## config.mk

```make
export PLATFORM = sky130hd
export DESIGN_NAME = lpsd_init_seq
export DESIGN_NICKNAME = d
export VERILOG_FILES = /design/src/rtl/lpsd_pkg.sv /design/src/rtl/lpsd_wait_timer.sv /design/src/rtl/lpsd_pin_stage.sv /design/src/rtl/lpsd_init_seq.sv
export SDC_FILE = /design/constraint.sdc
export NUM_CORES = 1
export LEC_CHECK = 0
export BUFFER_PORTS_ARGS = -buffer_cell sky130_fd_sc_hd__clkbuf_2
export CAP_MARGIN = 30
export CELL_PAD_IN_SITES_DETAIL_PLACEMENT = 1
export CELL_PAD_IN_SITES_GLOBAL_PLACEMENT = 1
export CORE_MARGIN = 10
export CORE_UTILIZATION = 38
export DETAILED_ROUTE_END_ITERATION = 10
export PLACE_DENSITY_LB_ADDON = 0.1
export SLEW_MARGIN = 20
export SYNTH_ARGS = -nofsm -noshare
export SYNTH_HDL_FRONTEND = slang
export SYNTH_SLANG_ARGS = --single-unit
```

## constraint.sdc

```tcl
create_clock -name clk -period 1.75 [get_ports clk]
set_input_delay 0.175 -clock clk [delete_from_list [all_inputs] [get_ports clk]]
set_output_delay 0.175 -clock clk [all_outputs]
set_load 0.05 [all_outputs]
```

## src/rtl/lpsd_pkg.sv

```systemverilog
package lpsd_pkg;

   typedef enum logic [2:0] {
      CMD_NOP,
      CMD_PRE_ALL,
      CMD_REF,
      CMD_MRS,
      CMD_EMRS,
      CMD_DPD_IN,
      CMD_SLEEP
   } cmd_e;

   typedef enum logic [3:0] {
      ST_OFF,
      ST_PWR,
      ST_PRE,
      ST_PRE_W,
      ST_REF,
      ST_REF_W,
      ST_MRS,
      ST_MRS_W,
      ST_EMRS,
      ST_EMRS_W,
      ST_RDY,
      ST_DPD_IN,
      ST_DPD
   } st_e;

   function automatic int ns_to_cyc(input int ns, input int mhz);
      int c;
      c = (ns * mhz + 999) / 1000;
      return (c < 2) ? 2 : c;
   endfunction

endpackage

```

## src/rtl/lpsd_wait_timer.sv

```systemverilog
module lpsd_wait_timer #(
   parameter int W = 16
) (
   input  logic         clk,
   input  logic         rst_n,
   input  logic         load_i,
   input  logic [W-1:0] val_i,
   output logic         zero_o
);
   logic [W-1:0] cnt;

   always_ff @(posedge clk or negedge rst_n) begin
      if (!rst_n)             cnt <= '0;
      else if (load_i)        cnt <= val_i;
      else if (cnt != '0)     cnt <= cnt - 1'b1;
   end

   assign zero_o = (cnt == '0);
endmodule

```

## src/rtl/lpsd_pin_stage.sv

```systemverilog
module lpsd_pin_stage
   import lpsd_pkg::*;
#(
   parameter int ADDR_W  = 12,
   parameter int BA_W    = 2,
   parameter int AP_BIT  = 10,
   parameter bit PIN_REG = 1'b1
) (
   input  logic              clk,
   input  logic              rst_n,
   input  cmd_e              cmd_i,
   input  logic              ready_i,
   input  logic [ADDR_W-1:0] mode_word_i,
   input  logic [1:0]        drive_sel_i,
   input  logic [2:0]        pasr_sel_i,
   output logic              cke_o,
   output logic              cs_n_o,
   output logic              ras_n_o,
   output logic              cas_n_o,
   output logic              we_n_o,
   output logic [BA_W-1:0]   ba_o,
   output logic [ADDR_W-1:0] addr_o,
   output logic              ready_o
);
   logic              c_cke, c_cs, c_ras, c_cas, c_we;
   logic [BA_W-1:0]   c_ba;
   logic [ADDR_W-1:0] c_addr;

   always_comb begin
      c_cke  = 1'b1;
      c_cs   = 1'b0;
      c_ras  = 1'b1;
      c_cas  = 1'b1;
      c_we   = 1'b1;
      c_ba   = '0;
      c_addr = '0;
      unique case (cmd_i)
         CMD_PRE_ALL: begin
            c_ras = 1'b0;
            c_we  = 1'b0;
            c_addr[AP_BIT] = 1'b1;
         end
         CMD_REF: begin
            c_ras = 1'b0;
            c_cas = 1'b0;
         end
         CMD_MRS: begin
            c_ras  = 1'b0;
            c_cas  = 1'b0;
            c_we   = 1'b0;
            c_addr = mode_word_i;
         end
         CMD_EMRS: begin
            c_ras = 1'b0;
            c_cas = 1'b0;
            c_we  = 1'b0;
            c_ba  = BA_W'(2);
            c_addr[2:0] = pasr_sel_i;
            c_addr[6:5] = drive_sel_i;
         end
         CMD_DPD_IN: begin
            c_cke = 1'b0;
            c_we  = 1'b0;
         end
         CMD_SLEEP: begin
            c_cke = 1'b0;
            c_cs  = 1'b1;
         end
         default: ;
      endcase
   end

   generate
      if (PIN_REG) begin : g_reg
         always_ff @(posedge clk or negedge rst_n) begin
            if (!rst_n) begin
               cke_o   <= 1'b1;
               cs_n_o  <= 1'b0;
               ras_n_o <= 1'b1;
               cas_n_o <= 1'b1;
               we_n_o  <= 1'b1;
               ba_o    <= '0;
               addr_o  <= '0;
               ready_o <= 1'b0;
            end else begin
               cke_o   <= c_cke;
               cs_n_o  <= c_cs;
               ras_n_o <= c_ras;
               cas_n_o <= c_cas;
               we_n_o  <= c_we;
               ba_o    <= c_ba;
               addr_o  <= c_addr;
               ready_o <= ready_i;
            end
         end
      end else begin : g_comb
         assign cke_o   = c_cke;
         assign cs_n_o  = c_cs;
         assign ras_n_o = c_ras;
         assign cas_n_o = c_cas;
         assign we_n_o  = c_we;
         assign ba_o    = c_ba;
         assign addr_o  = c_addr;
         assign ready_o = ready_i;
      end
   endgenerate
endmodule

```

## src/rtl/lpsd_init_seq.sv

```systemverilog
module lpsd_init_seq
   import lpsd_pkg::*;
#(
   parameter int ADDR_W   = 12,
   parameter int BA_W     = 2,
   parameter int AP_BIT   = 10,
   parameter int CLK_MHZ  = 100,
   parameter int WAIT_US  = 200,
   parameter int TRP_NS   = 30,
   parameter int TRFC_NS  = 90,
   parameter int TMRD_CYC = 2,
   parameter int REF_NUM  = 8,
   parameter bit PIN_REG  = 1'b1
) (
   input  logic              clk,
   input  logic              rst_n,
   input  logic              start_i,
   input  logic              dpd_enter_i,
   input  logic              dpd_exit_i,
   input  logic [ADDR_W-1:0] mode_word_i,
   input  logic [1:0]        drive_sel_i,
   input  logic [2:0]        pasr_sel_i,
   output logic              cke_o,
   output logic              cs_n_o,
   output logic              ras_n_o,
   output logic              cas_n_o,
   output logic              we_n_o,
   output logic [BA_W-1:0]   ba_o,
   output logic [ADDR_W-1:0] addr_o,
   output logic              ready_o
);
   localparam int WAIT_CYC = CLK_MHZ * WAIT_US;
   localparam int TRP_CYC  = ns_to_cyc(TRP_NS, CLK_MHZ);
   localparam int TRFC_CYC = ns_to_cyc(TRFC_NS, CLK_MHZ);
   localparam int M1  = (WAIT_CYC > TRP_CYC) ? WAIT_CYC : TRP_CYC;
   localparam int M2  = (M1 > TRFC_CYC) ? M1 : TRFC_CYC;
   localparam int MAXV = (M2 > TMRD_CYC) ? M2 : TMRD_CYC;
   localparam int TW  = $clog2(MAXV + 1);
   localparam int RW  = $clog2(REF_NUM + 1);
   localparam logic [TW-1:0] WAIT_V = TW'(WAIT_CYC - 1);
   localparam logic [TW-1:0] TRP_V  = TW'(TRP_CYC - 2);
   localparam logic [TW-1:0] TRFC_V = TW'(TRFC_CYC - 2);
   localparam logic [TW-1:0] TMRD_V = TW'(TMRD_CYC - 2);

   if (REF_NUM < 8)                    begin : g_chk_ref  $error("REF_NUM below 8"); end
   if (TMRD_CYC < 2)                   begin : g_chk_mrd  $error("TMRD_CYC below 2"); end
   if (BA_W < 2)                       begin : g_chk_ba   $error("BA_W below 2"); end
   if (ADDR_W <= AP_BIT || ADDR_W < 7) begin : g_chk_addr $error("ADDR_W too narrow"); end
   if (WAIT_CYC < 2)                   begin : g_chk_wait $error("wait too short"); end

   st_e             st, nxt;
   cmd_e            cmd;
   logic            tload, tzero;
   logic [TW-1:0]   tval;
   logic [RW-1:0]   ref_cnt;

   lpsd_wait_timer #(.W(TW)) u_timer (
      .clk(clk), .rst_n(rst_n), .load_i(tload), .val_i(tval), .zero_o(tzero)
   );

   always_comb begin
      nxt   = st;
      tload = 1'b0;
      tval  = '0;
      cmd   = CMD_NOP;
      unique case (st)
         ST_OFF:    if (start_i) begin nxt = ST_PWR; tload = 1'b1; tval = WAIT_V; end
         ST_PWR:    if (tzero) nxt = ST_PRE;
         ST_PRE:    begin cmd = CMD_PRE_ALL; tload = 1'b1; tval = TRP_V; nxt = ST_PRE_W; end
         ST_PRE_W:  if (tzero) nxt = ST_REF;
         ST_REF:    begin cmd = CMD_REF; tload = 1'b1; tval = TRFC_V; nxt = ST_REF_W; end
         ST_REF_W:  if (tzero) nxt = (ref_cnt == RW'(REF_NUM)) ? ST_MRS : ST_REF;
         ST_MRS:    begin cmd = CMD_MRS; tload = 1'b1; tval = TMRD_V; nxt = ST_MRS_W; end
         ST_MRS_W:  if (tzero) nxt = ST_EMRS;
         ST_EMRS:   begin cmd = CMD_EMRS; tload = 1'b1; tval = TMRD_V; nxt = ST_EMRS_W; end
         ST_EMRS_W: if (tzero) nxt = ST_RDY;
         ST_RDY:    if (dpd_enter_i) nxt = ST_DPD_IN;
         ST_DPD_IN: begin cmd = CMD_DPD_IN; nxt = ST_DPD; end
         ST_DPD: begin
            cmd = CMD_SLEEP;
            if (dpd_exit_i) begin nxt = ST_PWR; tload = 1'b1; tval = WAIT_V; end
         end
         default:   nxt = ST_OFF;
      endcase
   end

   always_ff @(posedge clk or negedge rst_n) begin
      if (!rst_n) begin
         st      <= ST_OFF;
         ref_cnt <= '0;
      end else begin
         st <= nxt;
         if (st == ST_PRE)      ref_cnt <= '0;
         else if (st == ST_REF) ref_cnt <= ref_cnt + 1'b1;
      end
   end

   lpsd_pin_stage #(
      .ADDR_W(ADDR_W), .BA_W(BA_W), .AP_BIT(AP_BIT), .PIN_REG(PIN_REG)
   ) u_pins (
      .clk(clk), .rst_n(rst_n), .cmd_i(cmd), .ready_i(st == ST_RDY),
      .mode_word_i(mode_word_i), .drive_sel_i(drive_sel_i), .pasr_sel_i(pasr_sel_i),
      .cke_o(cke_o), .cs_n_o(cs_n_o), .ras_n_o(ras_n_o), .cas_n_o(cas_n_o),
      .we_n_o(we_n_o), .ba_o(ba_o), .addr_o(addr_o), .ready_o(ready_o)
   );

   // Checks on the pin side, away from the state machine that drives them
   logic pin_nop, pin_pre, pin_ref, pin_mr;
   logic [RW-1:0] chk_refs;
   assign pin_nop = cke_o && !cs_n_o && ras_n_o && cas_n_o && we_n_o;
   assign pin_pre = cke_o && !cs_n_o && !ras_n_o && cas_n_o && !we_n_o;
   assign pin_ref = cke_o && !cs_n_o && !ras_n_o && !cas_n_o && we_n_o;
   assign pin_mr  = cke_o && !cs_n_o && !ras_n_o && !cas_n_o && !we_n_o;

   always_ff @(posedge clk or negedge rst_n) begin
      if (!rst_n)                               chk_refs <= '0;
      else if (pin_pre)                         chk_refs <= '0;
      else if (pin_ref && chk_refs != RW'(REF_NUM)) chk_refs <= chk_refs + 1'b1;
   end

   a_r3_pre_ap: assert property (@(posedge clk) disable iff (!rst_n)
      pin_pre |-> addr_o[AP_BIT]);
   a_r4_ref_count: assert property (@(posedge clk) disable iff (!rst_n)
      (pin_mr && ba_o == '0) |-> (chk_refs == RW'(REF_NUM)));
   a_r6_mr_gap: assert property (@(posedge clk) disable iff (!rst_n)
      pin_mr |=> pin_nop);
   a_r7_ready_nop: assert property (@(posedge clk) disable iff (!rst_n)
      ready_o |-> pin_nop);
   a_r8_dpd_entry: assert property (@(posedge clk) disable iff (!rst_n)
      $fell(cke_o) |-> (!cs_n_o && ras_n_o && cas_n_o && !we_n_o && !ready_o));
   a_r8_dpd_hold: assert property (@(posedge clk) disable iff (!rst_n)
      (!cke_o && $past(!cke_o)) |-> cs_n_o);
   a_r10_wake_not_ready: assert property (@(posedge clk) disable iff (!rst_n)
      $rose(cke_o) |-> (!ready_o && pin_nop));
endmodule

```

==> Word-level counts from Yosys, hierarchy flattened <==
Cells that the tools add are included.
{ "totals": {"register_bits": 43, "inputBits": 22, "output_inout_bits": 20, "word_cells": 84} }
{ "op_classes": {"addsub": 2, "n_eq_ne": 27, "muxes": 33, "reduce_logical": 11} }
{ "op_table": {"columns": ["op", "n"], "rows": [
  ["$mux 15", 4],
  ["$pmux 15 s4", 1],
  ["$pmux 4 s13", 1],
  ["$mux 4", 10],
  ["$eq 4x4->1 const B", 6],
  ["$pmux 3 s6", 1],
  ["$eq 4x3->1 const B", 4],
  ["$ne 2x2->1 const B", 8],
  ["$logic_not 15->1", 1],
  ["$reduce_bool 15->1", 1],
  ["$sub 15x1->15 const B", 1],
  ["$reduce_or 4->1", 3],
  ["$eq 3x3->1 const B", 3],
  ["$eq 4x2->1 const B", 2],
  ["$mux 1", 8],
  ["$reduce_and 8->1", 1],
  ["$eq 3x2->1 const B", 2],
  ["$mux 2", 3],
  ["$pmux 3 s2", 1],
  ["$add 4x1->4 const B", 1],
  ["$eq 4x1->1 const B", 1],
  ["$logic_not 4->1", 1],
  ["$pmux 2 s2", 1],
  ["$reduce_bool 2->1", 2],
  ["6 further kinds", 6]
]} }

==> Longest topological paths before layout <==
Gate-level depths: netlist of the first run.
{ "logic_depth": {"ltp_word": 5, "depth_mapped": 8, "mapped_depth_nobuf": 7} }

==> By module <==
From an unflattened synthesis of the first run, not the netlist that was laid out.
{ "unflattened": {"cells_unflattened": 214, "area_unflattened_um2": 2213.4} }
{ "modules_own_cells": {"columns": ["mod", "instances", "cells_per_inst", "area_each_um2", "seq_area_each_um2"], "rows": [
  ["lpsd_wait_timer", 1, 79, 829.5, 375.4],
  ["lpsd_init_seq", 1, 89, 714.4, 200.2],
  ["lpsd_pin_stage", 1, 46, 669.4, 480.5]
]} }

==> Worst setup path after synthesis of the first run <==
No wires, ideal clock.
{ "synth_timing": {"path_type": "flip-flop to flip-flop", "start": "reg u_timer.cnt[0]", "end": "reg st[2]", "setup_ps": 134, "t_arrival_ps": 1740, "required_ps": 1616, "slack_ps": -124, "path_stages_with_launch": 9, "n_path_buf": 1, "period_less_slack_ps": 1874, "path_cell_list": "dfrtp_1 inv_1 ha_1 or3b_4 nor4_4 buf_6 a21oi_1 a21oi_1 mux2i_1"} }
{ "synth_between": {"elab_chain_len": 3, "elab_cells_between_ends": 7, "cone_classes": "5 x eq/ne; 2 x reduce/logical"} }
{ "synth_lines": {"columns": ["element", "line", "text"], "rows": [
  ["start: declaration", "lpsd_wait_timer.sv:10", "logic [W-1:0] cnt;"],
  ["start signal: assignment", "lpsd_wait_timer.sv:14", "else if (load_i) cnt <= val_i;"],
  ["start signal: assignment", "lpsd_wait_timer.sv:15", "else if (cnt != '0) cnt <= cnt - 1'b1;"],
  ["$logic_not 15->1 (*)", "lpsd_wait_timer.sv:18", "assign zero_o = (cnt == '0);"],
  ["$ne 2x2->1 (no source line)", null, null],
  ["$reduce_and 8->1 (no source line) (*)", null, null],
  ["end signal: assignment", "lpsd_init_seq.sv:92", "st <= nxt;"],
  ["end: declaration", "lpsd_init_seq.sv:51", "st_e st, nxt;"]
]} }
Every way passes the cells marked *; elsewhere a longest branch is shown, timed or not.
A chain may end at the register's enable or synchronous reset.

==> Worst setup path after layout of the first run <==
{ "layout_timing": {"start": "reg u_timer.cnt[7]", "end": "reg u_timer.cnt[5]"} }
{ "layout_between": {"elab_chain_len": 2} }
{ "layout_lines": {"columns": ["element", "line"], "rows": [
  ["$reduce_bool 15->1", "lpsd_wait_timer.sv:15"],
  ["$reduce_bool 2->1 (no source line)", null]
]} }
No other way between the ends.

==> flow_metrics.py, run 1 <==
metrics = {
    "logic_synthesis": {
        "syn_inst": 221,
        "synth_most_common_cell": "dfrtp_1",
        "synth_top_cell_by_area": "dfrtp_1",
        "synth.top_cell.area_share_pct": 43.7,
        "ys.flop_type": "dfrtp_1",
        "yosysSeqAreaShare_pct": 48.6,
        "synthArstFlopShare_pct": 100,
        "synth_nets": 246,
        "ys_types": 48,
        "synthTopCellsByCount": "dfrtp_1, o21ai_0, nand2_1, nor2_1, a21oi_1",
        "synth-edff-count": 0,
        "ys.warnings.count": 0,
        "ys_top_cells_by_area": "dfrtp_1, o21ai_0, dfstp_2",
        "netlist_area_um2": 2170,
        "syn_avg_cell_area_um2": 9.84,
        "ys_ff_latch": 42,
    },
    "sta": {
        "final-hold-violation-count": 0,
        "slew_viol_final": 0,
        "setup_viol": 12,
        "fmax_mhz": 544,
        "tightest_slew_ns": 0.542,
        "slew_headroom_pct": 63.9,
        "layout_setup_ws_ns": -0.0883,
        "fin_crit_sh_pct": 105,
        "fin_crit_ns": 1.84,
        "fin_hold_ws_ns": 0.0777,
        "rsz0062_at_grt": "yes",
        "fin_skew_ns": 0.00661,
    },
    "worst_setup_path": {
        "worst-path-buf-inv": 1,
        "slowest_stage": "or4_4",
        "crit_arrival_ns": 2.03,
        "path_class": "flop to flop",
        "end_kind": "flop",
        "cp_max_fo": 7,
        "path_delay_family": "simple AND/OR/NAND/NOR gates",
        "crit_path_start_kind": "flop",
        "cp.required_ns": 1.94,
        "cp_cell_sequence": "or4_4 > nor4_4 > buf_6 > nor3b_1 > xnor2_1 > nor2_1",
        "cpPeakStageDelay_ns": 0.56,
    },
    "cells_and_area": {
        "finalNetCount": 329,
        "area_growth_pct": 39.7,
        "drive_above_1_share_pct": 43.9,
        "num_antenna_cells": 0,
    },
    "detailed_routing": {
        "ant_nets": 0,
        "via_count": 1929,
        "routedWlPerCell_um": 17.2,
        "dr.pass1.iters": 4,
        "drcViolationCount": 0,
        "drt_wl_total_um": 6470,
        "drt_iter0_drc": 38,
        "vias_per_cell": 5.12,
    },
    "floorplan": {
        "die_w_um": 95.6,
        "coreArea_um2": 5540,
        "num_rows": 27,
        "start_util_pct": 39.3,
        "dieHeight_um": 95.6,
        "io_pins": 42,
        "die_area_um2": 9150,
    },
    "power_and_ir_drop": {
        "switching_share_pct": 34.1,
        "leakagePower_nw": 1.41,
        "combPwrFrac_pct": 40.1,
        "power.density_nw_per_um2": 1260,
        "power_frac_clock_pct": 24.6,
        "max-vdd-ir-drop_uv": 627,
        "p_int_w": 0.00252,
        "p_switching_w": 0.00130,
        "seqPwrFrac_pct": 35.3,
    },
    "clock_network": {
        "clk_pin_slew_worst_paths_ns": 0.09,
        "htree_num_levels": 2,
        "cts_buffers": 5,
        "clockBufferDepth": 2,
        "cts_num_sinks": 42,
        "cts-root-buf": "clkbuf_8",
        "cts_tree": "yes",
        "clk_latency_ns": 0.30,
    },
    "global_route": {
        "grt_pass1_wl_um": 9630,
        "grt_max_degree": 43,
        "grt_pass1_vias": 1965,
        "grt_usage_pct": 13.5,
        "grt_overflow": 0,
        "antenna_found_initial": 0,
    },
    "placed_design": {
        "port_buffers": 40,
        "gp_congestion": 0.768,
        "hpwl_um": 4440,
        "post-place-ws_ns": -0.121,
    },
    "worst_hold_path": {
        "hold_class": "primary input to flop",
    },
    "status": {
        "status": "finished with violations",
        "violations": "setup timing",
    },
    "run": {
        "cap_violations": 0,
    },
}
==> per-stage QoR <==
stage / util, % / cells / setup TNS (ns) / area (um^2) / total power (W)
global placement: 48.6 / 360 / -0.136 / 2690 / 0.00254
detailed placement: 48.6 / 360 / -0.654 / 2690 / 0.00257
global route: 54.8 / 377 / -1.72 / 3040 / 0.00404
floorplan: - / 221 / -0.0614 / 2200 / 0.00208
finish: 54.8 / 377 / -0.738 / 3040 / 0.00382
CTS: 52.1 / 371 / -0.629 / 2890 / 0.00358
==> cell usage in the layout (no fill, tap or decap), types with 2 or more instances in the layout <==
master / instances
nor3_4: 2
nor3_1: 7
nor3_2: 3
nor4_1: 2
buf_6: 3
nand2b_1: 5
dfrtp_2: 2
nor2_1: 16
a21oi_1: 10
nor2_4: 2
inv_1: 8
clkbuf_8: 5
or4_4: 2
dfstp_2: 4
clkbuf_2: 40
ha_1: 2
bufinv_16: 2
a22oi_1: 3
a22o_1: 6
xnor2_1: 8
nor4_4: 2
nor3b_1: 2
buf_4: 43
a21oi_2: 3
and2_1: 7
nand2_4: 2
nand3_1: 2
dfrtp_1: 36
nand2_1: 17
mux2i_1: 3
o21ai_0: 21
o31ai_1: 2
and3_1: 2
==> cell families (layout without fill, tap and decap cells) <==
group                    count (synthesis)  in the layout  synth area share, %
multiplexers                             4              4                 1.90
flip-flops                              42             42                 48.6
other                                    1              1                0.172
buffers and inverters                   20            104                 6.33
AND/OR/NAND/NOR                         87             87                 22.0
XOR/XNOR                                 8              8                 3.22
adder cells (fa/ha/maj)                  3              3                 1.73
AO/OA/AOI/OAI                           56             56                 16.1
==> worst paths after layout <==
check,from,end,slack [ns],cells after the start
min reg2reg,ref_cnt[0]$_DFFE_PN0P_,ref_cnt[0]$_DFFE_PN0P_,0.55,2
max,u_timer.cnt[7]$_DFFE_PN0P_,u_timer.cnt[5]$_DFFE_PN0P_,-0.09,6
max in group asynchronous,rst_n,st[2]$_DFFE_PN0P_,0.87,3
min in group asynchronous,rst_n,u_timer.cnt[14]$_DFFE_PN0P_,0.48,3
max reg2reg,u_timer.cnt[7]$_DFFE_PN0P_,u_timer.cnt[5]$_DFFE_PN0P_,-0.09,6
min,mode_word_i[4],u_pins.addr_o[4]$_DFF_PN0_,0.08,2
==> power by group through the flow <==
stage                     clock network (W)  logic (W)  registers, W
after detailed placement                  0    0.00122       0.00135
after floorplan                           0   0.000718       0.00136
after global placement                    0    0.00120       0.00134
final                              0.000937    0.00153       0.00135
after CTS                          0.000958    0.00129       0.00133
after global routing                0.00100    0.00166       0.00138
==> metal layers <==
layer	up-vias	wire [um]	part of all wire [%]	GRT usage, %
met5	-	0	0	0
met4	0	121	1.9	4.91
met3	12	221	3.4	3.30
met2	35	3620	56	23.9
met1	950	2510	39	15.4
li1	932	-	-	-
==> flip-flops by register name, indices dropped and copies added, names as in the netlist <==
register	cells
u_timer.cnt	15
u_pins.cs_n_o	1
u_pins.ba_o	1
u_pins.cke_o	1
u_pins.ready_o	1
u_pins.ras_n_o	1
ref_cnt	4
u_pins.cas_n_o	1
u_pins.addr_o	12
st	4
u_pins.we_n_o	1
==> cell type report <==
class,instances,area [um^2]
clock buffers,5,68.8
clock inverters,3,68.8
fillers,657,2500
inverters,8,30.0
multi-input cells,159,1130
flip-flops and latches,42,1060
well taps,72,90.1
repair buffers,88,587
==> repair_timing <==
action | in CTS | in global routing
hold buffers | 1 | 0
resized for setup | 7 | 24
buffers inserted | 2 | 6
hold endpoints to repair | 38 | 0
setup endpoints to repair | 11 | 17
pin swaps | 5 | 10
Note: power is estimated with default switching activity, not from simulation.
==> run 2, diff against run 1 <==
==> constraint.sdc (replaced) <==
create_clock -name clk -period 1.6 [get_ports clk]
set_input_delay 0.16 -clock clk [delete_from_list [all_inputs] [get_ports clk]]
set_output_delay 0.16 -clock clk [all_outputs]
set_load 0.05 [all_outputs]
==> run 2 against run 1 <==
The flow still finishes with violations (setup timing). Clock skew about the same. Critical path depth stayed put. Worst setup slack worse by 0.16 ns. Critical path type unchanged. Die area did not move. Maximum frequency shrank 0.50%. Largest cell class unchanged. Design area increased by 2.9%.
==> flow_metrics.py, run 2 (same netlist as run 1, synthesis figures left out) <==
metrics = {
    "cells_and_area": {
        "drive_above_1_share_pct": 47.8,
        "layout_common_cells": "buf_4, clkbuf_2, dfrtp_1, o21ai_0",
        "mostFrequentLayoutCell": "buf_4",
        "area_growth_pct": 43.8,
        "num_antenna_cells": 0,
        "largest_reg_flops": 15,
        "regMostFlops": "u_timer.cnt",
        "finalNetCount": 346,
        "fin_util_pct": 56.4,
        "top_regs": "u_timer.cnt x15, u_pins.addr_o x12",
    },
    "power_and_ir_drop": {
        "power.density_nw_per_um2": 1270,
        "max-vdd-ir-drop_uv": 534,
        "p_int_w": 0.00254,
        "p_switching_w": 0.00144,
        "leakagePower_nw": 1.48,
        "switching_share_pct": 36.2,
        "power_frac_clock_pct": 17.6,
        "p_total_w": 0.00398,
        "seqPwrFrac_pct": 37.4,
        "combPwrFrac_pct": 45.0,
    },
    "global_route": {
        "antenna_found_initial": 0,
        "grt_pass1_vias": 2155,
        "grt_usage_pct": 15.0,
        "grt_pass1_wl_um": 10700,
        "grt_overflow": 0,
        "grt_max_degree": 43,
    },
    "clock_network": {
        "clk_pin_slew_worst_paths_ns": 0.09,
        "cts_buffers": 5,
        "cts_num_sinks": 42,
        "clk_latency_ns": 0.30,
        "cts_tree": "yes",
        "htree_num_levels": 2,
        "clockBufferDepth": 2,
        "cts-root-buf": "clkbuf_8",
    },
    "worst_setup_path": {
        "path_class": "flop to flop",
        "crit_arrival_ns": 2.04,
        "end_kind": "flop",
        "cp.required_ns": 1.79,
        "cp_max_fo": 4,
        "crit_path_start_kind": "flop",
    },
    "sta": {
        "rsz0062_at_grt": "yes",
        "setup_viol": 19,
        "fin_hold_ws_ns": 0.0630,
        "fmax_mhz": 541,
        "layout_setup_ws_ns": -0.247,
        "final-hold-violation-count": 0,
        "fin_crit_sh_pct": 115,
        "fin_skew_ns": 0.00702,
        "slew_viol_final": 0,
        "slew_headroom_pct": 63.0,
        "fin_crit_ns": 1.85,
        "tightest_slew_ns": 0.555,
        "finalSetupTns_ns": -3.38,
    },
    "floorplan": {
        "dieHeight_um": 95.6,
        "start_util_pct": 39.3,
        "num_rows": 27,
        "io_pins": 42,
        "die_area_um2": 9150,
        "die_w_um": 95.6,
        "coreArea_um2": 5540,
    },
    "detailed_routing": {
        "drcViolationCount": 0,
        "drt_wl_total_um": 6710,
        "routedWlPerCell_um": 17.0,
        "ant_nets": 0,
        "via_count": 2011,
        "vias_per_cell": 5.10,
        "dr.pass1.iters": 4,
        "drt_iter0_drc": 49,
    },
    "worst_hold_path": {
        "hold_class": "primary input to flop",
    },
    "placed_design": {
        "gp_congestion": 0.769,
        "post-place-ws_ns": -0.288,
        "port_buffers": 40,
        "hpwl_um": 4940,
    },
    "run": {
        "cap_violations": 0,
    },
    "status": {
        "violations": "setup timing",
        "status": "finished with violations",
    },
}
## run 2: through the flow
| step | instance area, um^2 | instances |
|---|---|---|
| after floorplan | 2200 | 221 |
| after detailed placement | 2770 | 370 |
| after global routing | 3130 | 394 |
| after CTS | 3040 | 387 |
| final | 3130 | 394 |
| after global placement | 2770 | 370 |
## run 2: layout make-up
class / instances / area (um^2)
fillers: 668 / 2410
inverters: 8 / 30.0
flip-flops and latches: 42 / 1060
repair buffers: 105 / 726
clock buffers: 5 / 68.8
multi-input cells: 159 / 1130
clock inverters: 3 / 21.3
well taps: 72 / 90.1
## run 2: timing repair
item / CTS / global route
gates resized for setup: 29 / 10
hold endpoints to repair: 38 / 0
setup endpoints to repair: 18 / 21
hold buffers: 1 / 0
pin swaps: 11 / 5
setup buffers: 9 / 7
## run 2: routing by layer
| metal | part of all wire [%] | global-route usage [%] | wire, um |
|---|---|---|---|
| met1 | 40 | 16.7 | 2680 |
| met2 | 56 | 27.8 | 3730 |
| met3 | 2.7 | 2.67 | 180 |
| met4 | 1.9 | 5.53 | 130 |
| met5 | 0 | 0 | 0 |
## run 2: final timing paths
path / startpoint / to / slack [ns] / cells past startpoint
max: u_timer.cnt[13]$_DFFE_PN0P_ / u_timer.cnt[0]$_DFFE_PN0P_ / -0.25 / 6
min: mode_word_i[9] / u_pins.addr_o[9]$_DFF_PN0_ / 0.06 / 2
max reg2reg: u_timer.cnt[13]$_DFFE_PN0P_ / u_timer.cnt[0]$_DFFE_PN0P_ / -0.25 / 6
min reg2reg: ref_cnt[0]$_DFFE_PN0P_ / ref_cnt[0]$_DFFE_PN0P_ / 0.54 / 2
max in group asynchronous: rst_n / st[3]$_DFFE_PN0P_ / 0.72 / 3
min in group asynchronous: rst_n / u_timer.cnt[10]$_DFFE_PN0P_ / 0.46 / 3
## run 2: worst max-delay path, stage by stage (launching register included)
cell and delay (ns):
dfrtp_1 0.39, or4_4 0.59, buf_4 0.17, nor2_4 0.11, nand2_4 0.08, nor2_4 0.10, mux2_4 0.30
## run 2: power by group through the flow
| stage | Clock, W | Combinational [W] | Sequential (W) |
|---|---|---|---|
| 3_5_place_dp | 0 | 0.00140 | 0.00150 |
| 4_1_cts | 0.000726 | 0.00169 | 0.00149 |
| 3_3_place_gp | 0 | 0.00136 | 0.00148 |
| 2_1_floorplan | 0 | 0.000786 | 0.00148 |
| 5_1_grt | 0.000784 | 0.00197 | 0.00152 |
| 6_report | 0.000701 | 0.00179 | 0.00149 |
